--- config.mk ---
export PLATFORM = sky130hd
export DESIGN_NAME = msw_shifter
export DESIGN_NICKNAME = d
export VERILOG_FILES = /design/src/rtl/msw_pkg.sv /design/src/rtl/msw_prep.sv /design/src/rtl/msw_barrel.sv /design/src/rtl/msw_finish.sv /design/src/rtl/msw_outreg.sv /design/src/rtl/msw_shifter.sv
export SDC_FILE = /design/constraint.sdc
export NUM_CORES = 1
export LEC_CHECK = 0
export BUFFER_PORTS_ARGS = -buffer_cell sky130_fd_sc_hd__buf_2
export CAP_MARGIN = 20
export CORE_ASPECT_RATIO = 0.9
export CORE_MARGIN = 8
export CORE_UTILIZATION = 59
export DETAILED_ROUTE_END_ITERATION = 10
export GPL_TIMING_DRIVEN = 0
export PLACE_DENSITY = 0.94
export SLEW_MARGIN = 20
export SYNTH_ARGS = -nofsm -noshare
export SYNTH_HDL_FRONTEND = slang
export SYNTH_SLANG_ARGS = --single-unit
--- constraint.sdc ---
create_clock -name clk -period 3.52 [get_ports clk]
set_input_delay 0.176 -clock clk [delete_from_list [all_inputs] [get_ports clk]]
set_output_delay 0.176 -clock clk [all_outputs]
set_load 0.005 [all_outputs]
--- src/rtl/msw_pkg.sv ---
package msw_pkg;

    localparam int unsigned DEFAULT_W = 16;

    typedef enum logic {
        DIR_LEFT  = 1'b0,
        DIR_RIGHT = 1'b1
    } dir_e;

    typedef enum logic {
        FILL_ZERO = 1'b0,
        FILL_SEC  = 1'b1
    } fill_e;

    function automatic int unsigned amt_width(input int unsigned w);
        return $clog2(w + 1);
    endfunction

endpackage

--- src/rtl/msw_prep.sv ---
module msw_prep
    import msw_pkg::*;
#(
    parameter int W  = 16,
    parameter int AW = 5,
    localparam int EXT_W = 2 * W + 1
) (
    input  logic [W-1:0]     prim,
    input  logic [W-1:0]     sec,
    input  logic [AW-1:0]    amount,
    input  dir_e             dir,
    input  fill_e            fill,
    output logic [EXT_W-1:0] ext,
    output logic [AW-1:0]    amt_sat
);

    logic [W-1:0] fill_word;
    logic [W-1:0] prim_rev;
    logic [W-1:0] fill_rev;
    logic [W-1:0] prim_or;
    logic [W-1:0] fill_or;

    always_comb begin
        fill_word = (fill == FILL_SEC) ? sec : '0;
    end

    for (genvar i = 0; i < W; i++) begin : g_rev
        assign prim_rev[i] = prim[W-1-i];
        assign fill_rev[i] = fill_word[W-1-i];
    end

    always_comb begin
        if (dir == DIR_RIGHT) begin
            prim_or = prim;
            fill_or = fill_word;
        end else begin
            prim_or = prim_rev;
            fill_or = fill_rev;
        end
        ext = {fill_or, prim_or, 1'b0};
    end

    always_comb begin
        if (int'(amount) > W) amt_sat = AW'(W);
        else                  amt_sat = amount;
    end

endmodule

--- src/rtl/msw_barrel.sv ---
module msw_barrel #(
    parameter int N     = 33,
    parameter int AW    = 5,
    parameter int OUT_W = 17
) (
    input  logic [N-1:0]     data,
    input  logic [AW-1:0]    amt,
    output logic [OUT_W-1:0] data_o
);

    logic [N-1:0] stage [AW+1];
    logic         unused_hi;

    assign stage[0] = data;

    for (genvar s = 0; s < AW; s++) begin : g_stage
        localparam int STEP = 1 << s;
        assign stage[s+1] = amt[s] ? (stage[s] >> STEP) : stage[s];
    end

    assign data_o    = stage[AW][OUT_W-1:0];
    assign unused_hi = ^stage[AW][N-1:OUT_W];

endmodule

--- src/rtl/msw_finish.sv ---
module msw_finish
    import msw_pkg::*;
#(
    parameter int W = 16
) (
    input  logic [W:0]   shifted,
    input  dir_e         dir,
    output logic [W-1:0] prim_res,
    output logic         last_bit
);

    logic [W-1:0] win;
    logic [W-1:0] win_rev;

    assign win      = shifted[W:1];
    assign last_bit = shifted[0];

    for (genvar i = 0; i < W; i++) begin : g_unrev
        assign win_rev[i] = win[W-1-i];
    end

    always_comb begin
        prim_res = (dir == DIR_RIGHT) ? win : win_rev;
    end

endmodule

--- src/rtl/msw_outreg.sv ---
module msw_outreg #(
    parameter int W = 16
) (
    input  logic         clk,
    input  logic         rst,
    input  logic         in_valid,
    input  logic [W-1:0] prim_res,
    input  logic [W-1:0] sec_res,
    input  logic         last_bit,
    output logic         out_valid,
    output logic [W-1:0] prim_q,
    output logic [W-1:0] sec_q,
    output logic         bit_q
);

    typedef struct packed {
        logic [W-1:0] prim;
        logic [W-1:0] sec;
        logic         lbit;
    } result_t;

    result_t res_q;

    always_ff @(posedge clk) begin
        if (rst) begin
            res_q     <= '0;
            out_valid <= 1'b0;
        end else begin
            out_valid <= in_valid;
            if (in_valid) begin
                res_q.prim <= prim_res;
                res_q.sec  <= sec_res;
                res_q.lbit <= last_bit;
            end
        end
    end

    assign prim_q = res_q.prim;
    assign sec_q  = res_q.sec;
    assign bit_q  = res_q.lbit;

endmodule

--- src/rtl/msw_shifter.sv ---
module msw_shifter
    import msw_pkg::*;
#(
    parameter int W = msw_pkg::DEFAULT_W,
    localparam int AW = $clog2(W + 1)
) (
    input  logic          clk,
    input  logic          rst,
    input  logic          in_valid,
    input  logic [W-1:0]  prim_in,
    input  logic [W-1:0]  sec_in,
    input  logic [AW-1:0] amount,
    input  logic          dir_right,
    input  logic          fill_sec,
    output logic          out_valid,
    output logic [W-1:0]  prim_out,
    output logic [W-1:0]  sec_out,
    output logic          bit_out
);

    localparam int EXT_W = 2 * W + 1;

    dir_e             dir;
    fill_e            fill;
    logic [EXT_W-1:0] ext;
    logic [AW-1:0]    amt_sat;
    logic [W:0]       shifted;
    logic [W-1:0]     prim_res;
    logic             last_bit;

    assign dir  = dir_e'(dir_right);
    assign fill = fill_e'(fill_sec);

    msw_prep #(.W(W), .AW(AW)) u_prep (
        .prim    (prim_in),
        .sec     (sec_in),
        .amount  (amount),
        .dir     (dir),
        .fill    (fill),
        .ext     (ext),
        .amt_sat (amt_sat)
    );

    msw_barrel #(.N(EXT_W), .AW(AW), .OUT_W(W + 1)) u_barrel (
        .data   (ext),
        .amt    (amt_sat),
        .data_o (shifted)
    );

    msw_finish #(.W(W)) u_finish (
        .shifted  (shifted),
        .dir      (dir),
        .prim_res (prim_res),
        .last_bit (last_bit)
    );

    msw_outreg #(.W(W)) u_outreg (
        .clk       (clk),
        .rst       (rst),
        .in_valid  (in_valid),
        .prim_res  (prim_res),
        .sec_res   (prim_in),
        .last_bit  (last_bit),
        .out_valid (out_valid),
        .prim_q    (prim_out),
        .sec_q     (sec_out),
        .bit_q     (bit_out)
    );

endmodule

* Word level (Yosys, flattened, before mapping) *
Index checks and enable logic that the tools add are counted.

cells by class
  bitwise operators = 0
  equality and inequality tests = 0
  muxes and demuxes = 10
  multipliers = 0
  shifts and indexed selects = 0
  div/mod/pow operators = 0
  reductions and logical operators = 0
  add/sub/neg operators = 0
  magnitude comparators = 1

operators with widths
  cell                                        number
  2-to-1 mux 33 bit                           4
  2-to-1 mux 16 bit                           4
  2-to-1 mux 17 bit                           1
  > comparator 5 bit (second input constant)  1
  2-to-1 mux 5 bit                            1

storage, ports and cells
  word-level logic and storage cells = 15
  latch bits = 0
  bits in registers = 34
  memories kept = 0
  memory bits (read-only) = 0
  RAM bits = 0
  output and inout bits = 34

* Depth between registers and ports, before layout *
  depth after elaboration = 8
  gate-level depth with buffers = 10
  gate-level depth less buffers = 7

* Cells and area by module *
From an unflattened synthesis, not the netlist that was laid out.

unflattened totals
  cells, all modules = 379
  area total of the unflattened synthesis = 4016.4 um2

by module, submodules not included
  module      cells an instance  times used  area an instance (um2)
  msw_barrel  191                1           1919.3
  msw_outreg  109                1           1229.9
  msw_prep    60                 1           610.6
  msw_finish  19                 1           256.5

* Worst setup path before layout *
No wires, ideal clock.

  path type = in2reg
  start point = input dir_right
  end point = register u_outreg.res_q, in the netlist u_outreg.prim_q[0]
  data arrival time = 2075 ps
  required time = 3384 ps
  cell stages on the path = 7
  slack = 1309 ps
  setup time = 136 ps
  path through = buf_2 > inv_2 > mux4_2 > mux4_2 > a311oi_2 > a2bb2oi_1 > o32ai_1

on the way
  longest elaborated chain between the ends = 7
  elaborated cells between the ends (all ways) = 8

ends and longest elaborated chain
  item                            line               text
  start, declared                 msw_shifter.sv:13  input logic dir_right,
  2-to-1 mux 16 bit               msw_prep.sv:33     if (dir == DIR_RIGHT) begin
  2-to-1 mux 33 bit (4 in a row)  msw_barrel.sv:18   assign stage[s+1] = amt[s] ? (stage[s] >> STEP) : stage[s];
  2-to-1 mux 17 bit               msw_barrel.sv:18
  2-to-1 mux 16 bit *             msw_finish.sv:23   prim_res = (dir == DIR_RIGHT) ? win : win_rev;
  end, declared                   msw_outreg.sv:22   result_t res_q;

Mark *: on every way between the ends. The rest lies on a longest branch, timed or not.
A chain may end at the register's enable or synchronous reset.

* Final worst setup path *
  start point = input amount[1]
  end point = register u_outreg.res_q, in the netlist u_outreg.prim_q[3]

on the way
  longest elaborated chain between the ends = 8

ends and longest elaborated chain
  item                            line               text
  start, declared                 msw_shifter.sv:12  input logic [AW-1:0] amount,
  > comparator 5 bit              msw_prep.sv:44     if (int'(amount) > W) amt_sat = AW'(W);
  2-to-1 mux 5 bit *              msw_prep.sv:44
  2-to-1 mux 33 bit (4 in a row)  msw_barrel.sv:18
  2-to-1 mux 17 bit *             msw_barrel.sv:18
  2-to-1 mux 16 bit *             msw_finish.sv:23

Marks and branches as above.

==> summary.txt <==
Status
  • Result of the run: complete, no violations

Critical path
  • Largest fanout on the critical path: 10
  • Critical Path Source: amount[1]
  • Arrival @ worst endpoint: 2.85 ns
  • R2R setup slack: 2.61 ns
  • Element type at the critical path end: register
  • Chain of cells forming the critical path: clkbuf_1 > nand2b_1 > buf_2 > buf_2 > clkbuf_1 > mux4_2 > mux2i_1 > o221ai_1 > a211oi_1
  • FF-to-FF Start: u_outreg.prim_q[12]
  • Category of the most critical setup path: primary input to register
  • Worst path bufs/invs: 4
  • Instance count on the critical path: 9
  • Crit-path leading delay family: buffers and inverters
  • Crit path max-delay cell type: sky130_fd_sc_hd__clkbuf_1
  • Endpoint of the worst-slack reg-to-reg timing path: u_outreg.prim_q[12]
  • Critical Path End: u_outreg.prim_q[3]
  • Data required time at the worst endpoint: 3.73 ns
  • Startpoint type of the worst setup path: primary input
  • Longest individual stage delay on the worst path: 0.45 ns
  • Number of cells on the worst reg-to-reg path: 3

Global routing
  • Overall Global Routing Usage: 30.47%
  • Maximum number of pins on one net before global-route repair: 13
  • Wire length of the first global-routing pass: 19.36 mm
  • Number of global-route vias before repair: 3633
  • Number of antenna violations at the first check in global routing: 0
  • Total gr overflow: 0

Clock tree
  • Sink Count: 34
  • Post-cts hold buffer count: 0
  • TritonCTS buffer count: 5
  • CTS tree: yes
  • Total of cells resized after clock tree synthesis: 0
  • Worst skew pair latency: 0.30 ns
  • Root Buffer: sky130_fd_sc_hd__clkbuf_8
  • Clock-pin slew on the worst setup and hold paths: 0.08 ns
  • Bufs on Longest Clock Path: 2
  • Htree depth: 2
  • Buffer count from post-CTS setup fixing: 0

Route
  • Wire length the detailed router placed on met1: 4.640 mm
  • Avg Vias per Cell: 7.268
  • Remaining antenna violation count: 0
  • Highest metal layer with signal wires: met4
  • Number of iterations in the first detailed-routing pass: 7
  • Drc violations: 0
  • Met2 wirelength from detailed routing: 5.249 mm
  • Number of design-rule violations left by the first detailed-router iteration: 410
  • Met3 wire length: 1.764 mm
  • WL final: 12.31 mm
  • Total via count in the routed design: 3721
  • WL/cell: 24.04 µm

Die
  • Rows: 25
  • Die Ht: 86.49 µm
  • I/O pin cnt: 76
  • Area inside the core boundary: 5286 µm²
  • Initial standard-cell utilization of the core: 61.61%
  • Die outline width: 94.32 µm
  • Total die area: 8157 µm²

Timing
  • Transition time at the pin with the least slew margin: 0.8497 ns
  • Setup-failing EPs final: 0
  • Hold violation count in the final report: 0
  • Unrepaired setup endpoints after global routing: false
  • Post-route minimum period: 2.643 ns
  • Maximum clock frequency: 378.4 MHz
  • Relative slew margins: 43.35%
  • Worst clock skew: 0 ns
  • Post-layout worst setup margin: 0.8771 ns
  • Number of pins with negative max-slew slack in the final report: 0
  • Fraction of the cycle the final worst path needs: 75.08%
  • Setup total negative slack: 0 ns

Finish
  • Area of all placed cells without fillers: 3829 µm²
  • Layout Area Growth over Synthesis: 17.56%
  • Antenna fix cells: 0
  • Number of standard cells in the layout, taps in and fillers out: 512
  • Fraction of final layout cells with drive strength greater than 1: 28.99%
  • Net total in the final layout: 486

Yosys
  • Most common cell in the netlist: sky130_fd_sc_hd__mux2i_1
  • Cell count after synthesis: 367
  • Synth top cells by count: sky130_fd_sc_hd__mux2i_1, sky130_fd_sc_hd__nor2_1, sky130_fd_sc_hd__dfxtp_1, sky130_fd_sc_hd__nand2_1, sky130_fd_sc_hd__mux4_2
  • Post-synth EDFFs: 0
  • Syn nets: 409
  • Flop and latch count out of synthesis: 34
  • Async set-or-reset flop fraction in the synthesized netlist: 0%
  • Number of warnings issued by yosys: 0
  • Largest area contributor in the netlist: sky130_fd_sc_hd__dfxtp_1
  • Synth top area cells: sky130_fd_sc_hd__dfxtp_1, sky130_fd_sc_hd__mux4_2, sky130_fd_sc_hd__mux2i_1
  • Portion of synthesized cell area occupied by the leading cell type: 20.90%
  • Register area share after synthesis: 20.90%
  • Mean Syn Cell Area: 8.874 µm²
  • Post-Syn Area: 3257 µm²
  • Primary FF master, synth: sky130_fd_sc_hd__dfxtp_1
  • Count of distinct cell types in the synthesized netlist: 58

Placed design
  • Number of placed instances, taps included: 504
  • Number of I/O port buffers: 70
  • Weighted congestion reported at the end of routability-driven placement: 1.035
  • Half-perimeter wire length after placement: 9.644 mm
  • Worst slack after detailed placement: 0.7060 ns
  • Cell area reported after detailed placement: 3691 µm²

Pwr
  • Power density over the cells: 359.2 nW/µm²
  • Static leakage: 1.698 nW
  • Final Power: 1.375 mW
  • Worst IR drop on VDD: 0.3111 mV

Job
  • Max-Cap Viols: 0

Min path
  • Worst min-delay path category: primary input to register
-- where the power goes --
part | switching, mW | internal, mW | total [mW]
sequential | 0.0146 | 0.413 | 0.427
combinational | 0.290 | 0.204 | 0.494
clock | 0.170 | 0.284 | 0.454
-- cell families after synthesis --
family / after synthesis / share of synthesized area, %
DFF: 34 / 20.90
xor gates and xnor gates: 1 / 0.2690
buffers and inverters: 42 / 6.184
muxes: 81 / 34.31
AOI/OAI and AO/OA: 101 / 23.43
and+or+nand+nor: 108 / 14.91
-- layout by cell type, fill, tap and decap left out, types with 3 or more instances in the layout --
master / count
sky130_fd_sc_hd__nor2_1: 41
sky130_fd_sc_hd__inv_1: 3
sky130_fd_sc_hd__a211oi_1: 5
sky130_fd_sc_hd__buf_6: 4
sky130_fd_sc_hd__mux2i_1: 52
sky130_fd_sc_hd__mux2_2: 5
sky130_fd_sc_hd__buf_1: 4
sky130_fd_sc_hd__o22ai_1: 8
sky130_fd_sc_hd__buf_2: 75
sky130_fd_sc_hd__o221ai_1: 4
sky130_fd_sc_hd__clkbuf_1: 19
sky130_fd_sc_hd__mux4_2: 24
sky130_fd_sc_hd__and2_1: 3
sky130_fd_sc_hd__a211o_1: 4
sky130_fd_sc_hd__clkinv_1: 4
sky130_fd_sc_hd__dfxtp_1: 34
sky130_fd_sc_hd__clkbuf_8: 5
sky130_fd_sc_hd__a31oi_1: 3
sky130_fd_sc_hd__o211a_1: 3
sky130_fd_sc_hd__or3_1: 3
sky130_fd_sc_hd__nand2_1: 33
sky130_fd_sc_hd__o21ai_0: 15
sky130_fd_sc_hd__a221oi_1: 5
sky130_fd_sc_hd__o221a_2: 4
sky130_fd_sc_hd__o22a_1: 5
sky130_fd_sc_hd__a21oi_1: 16
sky130_fd_sc_hd__nand3_1: 8
sky130_fd_sc_hd__nor3_1: 9
sky130_fd_sc_hd__nor2b_1: 3
-- worst min-delay path, cell delays in order --
cell	delay, ns
sky130_fd_sc_hd__buf_2	0.12
sky130_fd_sc_hd__mux2i_1	0.07
sky130_fd_sc_hd__nor2_1	0.08
-- worst min path at each step --
stage | from | slack, ns | cells after the start | to
6_report | prim_in[7] | 0.17 | 3 | u_outreg.sec_q[7]
3_5_place_dp | u_outreg.bit_q | 0.47 | 2 | u_outreg.bit_q
3_3_place_gp | prim_in[10] | 0.46 | 3 | u_outreg.sec_q[10]
4_1_cts | prim_in[7] | 0.17 | 3 | u_outreg.sec_q[7]
2_1_floorplan | prim_in[0] | 0.32 | 2 | u_outreg.sec_q[0]
5_1_grt | prim_in[13] | 0.20 | 3 | u_outreg.sec_q[13]
-- layer usage --
metal | vias to the layer above | track usage [%]
li1 | 1581 | -
met1 | 1732 | 38.07
met2 | 330 | 44.63
met3 | 78 | 10.79
met4 | 0 | 16.12
met5 | - | 0
-- stage by stage --
stage / utilization [%] / hold WS [ns]
after global routing: 72.43 / 0.1968
after floorplan: - / 0.3236
after CTS: 72.43 / 0.1739
final: 72.43 / 0.1720
after global placement: 69.82 / 0.4606
after detailed placement: 69.82 / 0.4743
-- sequential cells by signal (all words and copies together) (netlist names) --
| signal | count |
|---|---|
| u_outreg.bit_q | 1 |
| u_outreg.out_valid | 1 |
| u_outreg.prim_q | 16 |
| u_outreg.sec_q | 16 |
-- area by class of cell --
type                            instances  area (µm²)
Buffer                                 34       171.4
Clock buffer                            5       68.82
Clock inverter                          3       68.82
Fill cell                             418        1458
Inverter                                8       30.03
Multi-Input combinational cell        291        2375
Sequential cell                        34       680.7
Tap cell                               67       83.83
Timing Repair Buffer                   70       350.3
Note: power is estimated with default switching activity, not from simulation.
